[config.mk]
export PLATFORM = sky130hd
export DESIGN_NAME = bus_cycle_master
export DESIGN_NICKNAME = d
export VERILOG_FILES = /design/src/rtl/bcm_pkg.sv /design/src/rtl/bcm_ready_qual.sv /design/src/rtl/bcm_beat_ctr.sv /design/src/rtl/bcm_addr_gen.sv /design/src/rtl/bus_cycle_master.sv
export SDC_FILE = /design/constraint.sdc
export NUM_CORES = 1
export LEC_CHECK = 0
export ABC_AREA = 1
export BUFFER_PORTS_ARGS = -buffer_cell sky130_fd_sc_hd__buf_2
export CAP_MARGIN = 20
export CORE_MARGIN = 2
export CORE_UTILIZATION = 30
export CTS_CLUSTER_SIZE = 25
export DETAILED_ROUTE_END_ITERATION = 10
export GPL_ROUTABILITY_DRIVEN = 0
export PLACE_DENSITY_LB_ADDON = 0.1
export SKIP_CTS_REPAIR_TIMING = 1
export SLEW_MARGIN = 20
export SYNTH_ARGS = -nofsm -noshare
export SYNTH_HDL_FRONTEND = slang
export SYNTH_SLANG_ARGS = --single-unit
[constraint.sdc]
create_clock -name clk -period 1.4 [get_ports clk]
set_input_delay 0.21 -clock clk [delete_from_list [all_inputs] [get_ports clk]]
set_output_delay 0.21 -clock clk [all_outputs]
set_load 0.02 [all_outputs]
[src/rtl/bcm_pkg.sv]
package bcm_pkg;

    typedef enum logic [1:0] {
        ST_IDLE  = 2'd0,
        ST_FIRST = 2'd1,
        ST_DATA  = 2'd2
    } bcm_state_e;

endpackage

[src/rtl/bcm_ready_qual.sv]
// Turns the two raw active-low ready pins into qualified events.
// The single ready wins over the burst ready in the same clock.
module bcm_ready_qual (
    input  logic in_data,
    input  logic is_burst,
    input  logic rdy_n,
    input  logic brdy_n,
    output logic end_single,
    output logic take_burst
);

    always_comb begin
        end_single = in_data & ~rdy_n;
        take_burst = in_data & is_burst & rdy_n & ~brdy_n;
    end

endmodule

[src/rtl/bcm_beat_ctr.sv]
module bcm_beat_ctr #(
    parameter int LEN = 4,
    localparam int BEAT_W = $clog2(LEN)
) (
    input  logic              clk,
    input  logic              rst_n,
    input  logic              clear,
    input  logic              step,
    output logic [BEAT_W-1:0] beat,
    output logic              is_last
);

    logic [BEAT_W-1:0] beat_d, beat_q;

    always_comb begin
        beat_d = beat_q;
        if (clear) begin
            beat_d = '0;
        end else if (step) begin
            beat_d = beat_q + BEAT_W'(1);
        end
    end

    always_ff @(posedge clk or negedge rst_n) begin
        if (!rst_n) begin
            beat_q <= '0;
        end else begin
            beat_q <= beat_d;
        end
    end

    assign beat    = beat_q;
    assign is_last = (beat_q == BEAT_W'(LEN - 1));

    // A clear must bring the counter back to beat 0
    assert_beat_clear_R5: assert property (@(posedge clk) disable iff (!rst_n)
        clear |=> (beat_q == '0));

endmodule

[src/rtl/bcm_addr_gen.sv]
// Places the beat number on the word-index bits, wrapping within the line.
module bcm_addr_gen #(
    parameter int ADDR_W = 32,
    parameter int DATA_W = 32,
    parameter int LEN    = 4,
    localparam int BEAT_W = $clog2(LEN),
    localparam int OFS    = $clog2(DATA_W / 8)
) (
    input  logic [ADDR_W-1:0] base,
    input  logic [BEAT_W-1:0] beat,
    output logic [ADDR_W-1:0] addr
);

    always_comb begin
        addr = base;
        addr[OFS +: BEAT_W] = base[OFS +: BEAT_W] + beat;
    end

endmodule

[src/rtl/bus_cycle_master.sv]
module bus_cycle_master #(
    parameter int ADDR_W = 32,
    parameter int DATA_W = 32,
    parameter int LEN    = 4,
    localparam int BEAT_W = $clog2(LEN),
    localparam int CNT_W  = $clog2(LEN + 1)
) (
    input  logic                  clk,
    input  logic                  rst_n,
    input  logic                  req_valid,
    output logic                  req_ready,
    input  logic                  req_write,
    input  logic                  req_burst,
    input  logic [ADDR_W-1:0]     req_addr,
    input  logic [LEN*DATA_W-1:0] req_wdata,
    output logic                  rd_valid,
    output logic [BEAT_W-1:0]     rd_index,
    output logic [DATA_W-1:0]     rd_data,
    output logic                  done,
    output logic                  done_aborted,
    output logic [CNT_W-1:0]      done_beats,
    output logic [ADDR_W-1:0]     bus_addr,
    output logic                  bus_ads_n,
    output logic                  bus_wr,
    output logic [DATA_W-1:0]     bus_wdata,
    input  logic [DATA_W-1:0]     bus_rdata,
    input  logic                  bus_rdy_n,
    input  logic                  bus_brdy_n,
    output logic                  bus_blast_n
);
    import bcm_pkg::*;

    typedef struct packed {
        bcm_state_e            st;
        logic                  wr;
        logic                  burst;
        logic [ADDR_W-1:0]     base;
        logic [LEN*DATA_W-1:0] wdata;
        logic                  ads_n;
        logic                  rd_valid;
        logic [BEAT_W-1:0]     rd_index;
        logic [DATA_W-1:0]     rd_data;
        logic                  done;
        logic                  done_aborted;
        logic [CNT_W-1:0]      done_beats;
    } ctl_t;

    ctl_t ctl_d, ctl_q;

    logic              accept;
    logic              in_data;
    logic              end_single;
    logic              take_burst;
    logic              beat_taken;
    logic              end_now;
    logic [BEAT_W-1:0] beat;
    logic              is_last;

    assign accept     = (ctl_q.st == ST_IDLE) & req_valid;
    assign in_data    = (ctl_q.st == ST_DATA);
    assign beat_taken = end_single | take_burst;
    assign end_now    = end_single | (take_burst & is_last);

    bcm_ready_qual u_qual (
        .in_data    (in_data),
        .is_burst   (ctl_q.burst),
        .rdy_n      (bus_rdy_n),
        .brdy_n     (bus_brdy_n),
        .end_single (end_single),
        .take_burst (take_burst)
    );

    bcm_beat_ctr #(.LEN(LEN)) u_beat (
        .clk     (clk),
        .rst_n   (rst_n),
        .clear   (accept),
        .step    (beat_taken),
        .beat    (beat),
        .is_last (is_last)
    );

    bcm_addr_gen #(.ADDR_W(ADDR_W), .DATA_W(DATA_W), .LEN(LEN)) u_addr (
        .base (ctl_q.base),
        .beat (beat),
        .addr (bus_addr)
    );

    always_comb begin
        ctl_d          = ctl_q;
        ctl_d.ads_n    = 1'b1;
        ctl_d.rd_valid = 1'b0;
        ctl_d.done     = 1'b0;
        unique case (ctl_q.st)
            ST_IDLE: begin
                if (req_valid) begin
                    ctl_d.st    = ST_FIRST;
                    ctl_d.wr    = req_write;
                    ctl_d.burst = req_burst;
                    ctl_d.base  = req_addr;
                    ctl_d.wdata = req_wdata;
                    ctl_d.ads_n = 1'b0;
                end
            end
            ST_FIRST: begin
                ctl_d.st = ST_DATA;
            end
            ST_DATA: begin
                if (beat_taken && !ctl_q.wr) begin
                    ctl_d.rd_valid = 1'b1;
                    ctl_d.rd_data  = bus_rdata;
                    ctl_d.rd_index = beat;
                end
                if (end_now) begin
                    ctl_d.st           = ST_IDLE;
                    ctl_d.done         = 1'b1;
                    ctl_d.done_aborted = ctl_q.burst & end_single & ~is_last;
                    ctl_d.done_beats   = CNT_W'(beat) + CNT_W'(1);
                end
            end
            default: begin
                ctl_d.st = ST_IDLE;
            end
        endcase
    end

    always_ff @(posedge clk or negedge rst_n) begin
        if (!rst_n) begin
            ctl_q       <= '0;
            ctl_q.st    <= ST_IDLE;
            ctl_q.ads_n <= 1'b1;
        end else begin
            ctl_q <= ctl_d;
        end
    end

    assign req_ready    = (ctl_q.st == ST_IDLE);
    assign bus_ads_n    = ctl_q.ads_n;
    assign bus_wr       = ctl_q.wr;
    assign bus_wdata    = ctl_q.wdata[beat*DATA_W +: DATA_W];
    assign bus_blast_n  = ~((ctl_q.st != ST_IDLE) & (~ctl_q.burst | is_last));
    assign rd_valid     = ctl_q.rd_valid;
    assign rd_index     = ctl_q.rd_index;
    assign rd_data      = ctl_q.rd_data;
    assign done         = ctl_q.done;
    assign done_aborted = ctl_q.done_aborted;
    assign done_beats   = ctl_q.done_beats;

    // a taken request leads to the strobe in the next clock
    assert_strobe_follows_R2: assert property (@(posedge clk) disable iff (!rst_n)
        (req_valid && req_ready) |=> !bus_ads_n);

    // the strobe lasts a single clock
    assert_strobe_single_R2: assert property (@(posedge clk) disable iff (!rst_n)
        !bus_ads_n |=> bus_ads_n);

    // nothing completes in the strobe clock
    assert_first_ignored_R3: assert property (@(posedge clk) disable iff (!rst_n)
        !bus_ads_n |=> (!done && !rd_valid));

    // a cycle that ran to completion had last-transfer asserted in its final clock
    assert_blast_before_end_R6: assert property (@(posedge clk) disable iff (!rst_n)
        (done && !done_aborted) |-> $past(!bus_blast_n));

    // an aborted burst moved fewer than LEN beats
    assert_abort_short_R7: assert property (@(posedge clk) disable iff (!rst_n)
        (done && done_aborted) |-> (done_beats < CNT_W'(LEN)));

    // done is a one-clock pulse and the block is idle with it
    assert_done_pulse_R8: assert property (@(posedge clk) disable iff (!rst_n)
        done |-> (req_ready ##1 !done));

    // no read capture on a write cycle
    assert_no_capture_on_write_R9: assert property (@(posedge clk) disable iff (!rst_n)
        (rd_valid && !req_ready) |-> !bus_wr);

endmodule

# Yosys cells after proc, flatten, opt, wreduce, memory -nomap -nowiden
# Index checks and enable logic that the tools add are counted.
word_totals:
  regBits: 207
  input_bits: 199
  wordCells: 57
op_classes:
  n_eq_ne: 5
  n_mux: 9
  shifts: 1
  n_reduce_logical: 9
  addsub: 3
  n_bitwise: 17
ops:
  columns: ["cell", "n"]
  rows:
  - ["$mux 165", 1]
  - ["$shiftx 128x8->32", 1]
  - ["$mux 40", 1]
  - ["$mux 35", 1]
  - ["$and 1x1->1", 9]
  - ["$reduce_and 2->1", 4]
  - ["$mux 2", 3]
  - ["$pmux 2 s3", 1]
  - ["$mux 5", 1]
  - ["$not 1->1", 5]
  - ["$eq 2x2->1 const B", 2]
  - ["$ne 2x2->1 const B", 2]
  - ["$reduce_bool 2->1", 2]
  - ["$add 2x1->3 const B", 1]
  - ["$or 1x1->1", 3]
  - ["$add 2x1->2 const B", 1]
  - ["$add 2x2->2", 1]
  - ["$eq 2x1->1 const B", 1]
  - ["$logic_not 2->1", 1]
  - ["$logic_and 1x1->1", 1]
  - ["$logic_not 1->1", 1]
  - ["$mux 1", 1]

# Longest topological paths before layout
logic_depth:
  ltp_word: 8
  ltp_mapped: 8

# Hierarchy
# Synthesis repeated with hierarchy kept, for this count alone.
unflattened:
  cells_unflattened: 1218
  hier_area_um2: 9686.8
modules_own_cells:
  columns: ["mod", "seq_area_each_um2", "area_each_um2", "n_inst", "cells_each"]
  rows:
  - ["bus_cycle_master", 5131.2, 9293.9, 1, 1160]
  - ["bcm_addr_gen", 0.0, 272.8, 1, 40]
  - ["bcm_beat_ctr", 50.0, 97.6, 1, 12]
  - ["bcm_ready_qual", 0.0, 22.5, 1, 6]

# Worst setup path after synthesis
# No wires, ideal clock.
synth_path:
  path_type: "register -> output"
  start: "register u_beat.beat_q[0] (netlist: u_beat.beat[0])"
  end: "output bus_wdata[0]"
  arrival_time_ns: 1.353
  path_stages_with_launch: 7
  required_time_ns: 1.190
  slack_ns: -0.163
  path_cell_list: "dfrtp_1 buf_4 inv_2 buf_4 buf_2 nor2_1 o22ai_1"
synth_via:
  elab_chain_cells: 1
synth_lines:
  columns: ["element", "line", "rtl"]
  rows:
  - ["start, declared", "bcm_beat_ctr.sv:13", "logic [BEAT_W-1:0] beat_d, beat_q;"]
  - ["start signal, assigned", "bcm_beat_ctr.sv:28", "beat_q <= beat_d;"]
  - ["$shiftx 128x8->32", "bus_cycle_master.sv:139", "assign bus_wdata = ctl_q.wdata[beat*DATA_W +: DATA_W];"]
  - ["end, declared", "bus_cycle_master.sv:25", "output logic [DATA_W-1:0] bus_wdata,"]
# Every way passes these cells.

# Worst setup path in the final report
layout_path:
  start: "register u_beat.beat_q[0] (netlist: u_beat.beat[0])"
  end: "output bus_addr[3]"
layout_via:
  elab_chain_cells: 1
layout_lines:
  columns: ["element", "line", "rtl"]
  rows:
  - ["$add 2x2->2", "bcm_addr_gen.sv:16", "addr[OFS +: BEAT_W] = base[OFS +: BEAT_W] + beat;"]
  - ["end, declared", "bus_cycle_master.sv:22", "output logic [ADDR_W-1:0] bus_addr,"]
# Every way passes these cells.

==> impl_metrics.json <==
{
  "setup.worst_path.class": "flip-flop to primary output",
  "synth_edf_count": 0,
  "critPathLaunchType": "flip-flop",
  "ys_types": 25,
  "yosysWarnings": 0,
  "final.setup.worst_slack_ps": -613,
  "wl_mm": 34.4,
  "syn_nets": 1333,
  "cp_num_buf_inv": 2,
  "postSynthCellCount": 1132,
  "io_buffers": 306,
  "end_kind": "primary output",
  "tightest_slew_ps": 306,
  "violations": "negative setup slack",
  "max_slew_margin": 0.796,
  "p_leak_uw": 0.00841,
  "cts.sinks": 207,
  "synth_ff_type": "dfrtp_1",
  "die_h_um": 180,
  "tns_ps": -24250,
  "worst_hold_slack_ps": 48.3,
  "ys_seq_elements": 207,
  "synthArstFlopShare": 1.00,
  "slowest_delay_ps": 460,
  "fin_crit_sh": 1.44,
  "cts_max_level": 1,
  "boundaryPins": 307,
  "track_usage": 0.164,
  "cts_root_buf": "clkbuf_16",
  "cp.depth": 5,
  "dp.final_hpwl_mm": 18.7,
  "total_power_uw": 34300,
  "initial_core_util": 0.304,
  "die_x_um": 180,
  "hp-start": "bus_rdy_n",
  "clk_pin_slew_worst_paths_ps": 60,
  "vias": 9161,
  "p_per_area_mw_per_mm2": 2140,
  "cts_max_path_buffers": 3,
  "crit_family": "flip-flops",
  "drive_above_1_share": 0.398,
  "nets": 1825,
  "slew_viol_final": 0,
  "setup_viol": 181,
  "crit_required_ps": 1190,
  "yosysTopAreaCellShare": 0.555,
  "drcViolationCount": 0,
  "clock_latency_ps": 530,
  "critical_path_arrival_ps": 1800,
  "first_iter_violations": 387,
  "die-area_mm2": 0.0324,
  "r2r_start": "ctl_q[203]",
  "grt_max_degree": 64,
  "yosysSeqAreaShare": 0.557,
  "gr-total-overflow": 0,
  "wl_per_cell_um": 16.9,
  "rsz0062_at_grt": "yes",
  "viasPerCell": 4.49,
  "hold_viol": 0,
  "rr_worst_depth": 9,
  "first_pass_iters": 5,
  "synth_most_common_cell": "nand2_1",
  "crit_fanout": 7,
  "first_global_vias": 7918,
  "syn_avg_cell_area_um2": 8.21,
  "antenna_found_initial": 2,
  "synth_area_mm2": 0.00930,
  "cts_tree": "done",
  "status": "finished, violations left",
  "ant_nets": 0,
  "rows": 64,
  "cp-startpoint": "u_beat.beat[0]",
  "fill_cells": 2884,
  "max_freq_mhz": 497,
  "finClkSkew_ps": 11.5,
  "synth_top_cell_by_area": "dfrtp_1",
  "syn_to_final_growth_pct": 72.0,
  "hold_depth": 4,
  "min_path_type": "primary input to flip-flop",
  "dp_slack_ps": -97.9,
  "synthTopCellsByCount": "nand2_1, dfrtp_1, buf_4, o21ai_0, nor2_1",
  "cts_buffers": 25,
  "grt_pass1_wl_mm": 43.1,
  "slowest_stage": "dfrtp_2",
  "core_area_mm2": 0.0306,
  "max-vdd-ir-drop_mv": 1.24,
  "synth_top_cells_by_area": "dfrtp_1, nand2_1, buf_4",
  "post-route-min-period_ps": 2010,
  "cap_violations": 0,
  "crit_chain": "buf_12 > ha_4 > xnor2_2 > xor2_1 > buf_4"
}
## placed cells by master, fill, tap and decap left out, drive strengths merged
master and count:
nand4 1, nor2 66, nand2 607, diode 1
clkinv 5, buf 369, xnor2 1, o22ai 31
clkbuf 69, inv 10, nand3 5, dfstp 1
dlygate4sd3 195, o21ai 69, a21oi 2, ha 2
xor2 1, bufinv 2, dfrtp 206
## metal layers
metal  vias up  routed length (um)  track usage
met5         -                   7            0
met4         2                 742       0.0419
met3        47                1750       0.0467
met2       274               16700        0.260
met1      4384               15200        0.220
li1       4454                   -            -
## metrics by stage
stage | utilization | std cells | instance area (um^2)
after global placement | 0.367 | 1746 | 11200
after CTS | 0.394 | 1791 | 12000
after floorplan | - | 1132 | 9500
final | 0.523 | 2039 | 16000
after global routing | 0.523 | 2039 | 16000
after detailed placement | 0.367 | 1746 | 11200
## worst reg2reg max path, cell delays in order, from the launching register on
cell and delay, ps:
dfrtp_1 400, buf_6 130, nor2_4 110, buf_6 120, nand2_8 100, buf_6 150, clkbuf_16 150, buf_16 150
nand2_4 60, nand2_2 40
## logic make-up after synthesis
family          after synthesis  synth area share
flops                       207             0.557
buf+inv                     140            0.0984
compound gates              102            0.0603
fa+ha+maj                     2           0.00269
simple gates                679             0.279
xor+xnor                      2           0.00188
## where the power goes
| group | leakage (uW) | internal [uW] | switching (uW) |
|---|---|---|---|
| registers | 0.00257 | 8790 | 1830 |
| clock network | 0.000405 | 4020 | 2560 |
| logic | 0.00543 | 7530 | 9540 |
## worst paths after layout
check | to | slack [ps]
setup / recovery | bus_addr[3] | -610
hold / removal | done_aborted | 50
setup reg to reg | ctl_q[42] | -100
hold reg to reg | rd_data[29] | 470
max in group asynchronous | rd_data[31] | 690
min in group asynchronous | ctl_q[43] | 130
## registers in the layout (all words and copies together) (netlist names)
signal	count
done_beats	3
u_beat.beat	2
rd_data	32
ctl_q	163
rd_index	2
done_aborted	1
bus_ads_n	1
bus_wr	1
done	1
rd_valid	1
## area by class of cell
type | count | area, um^2 | area share
inverters | 11 | 70.1 | 0.00438
clock inverters | 4 | 70.1 | 0.00438
well taps | 396 | 495 | 0.0310
clock buffers | 41 | 756 | 0.0473
repair inverters | 2 | 46.3 | 0.00290
multi-input cells | 785 | 4160 | 0.260
diodes | 1 | 2.50 | 0.000157
repair buffers | 592 | 5200 | 0.325
flip-flops and latches | 207 | 5180 | 0.324
Power figures use the tool's default switching activity.
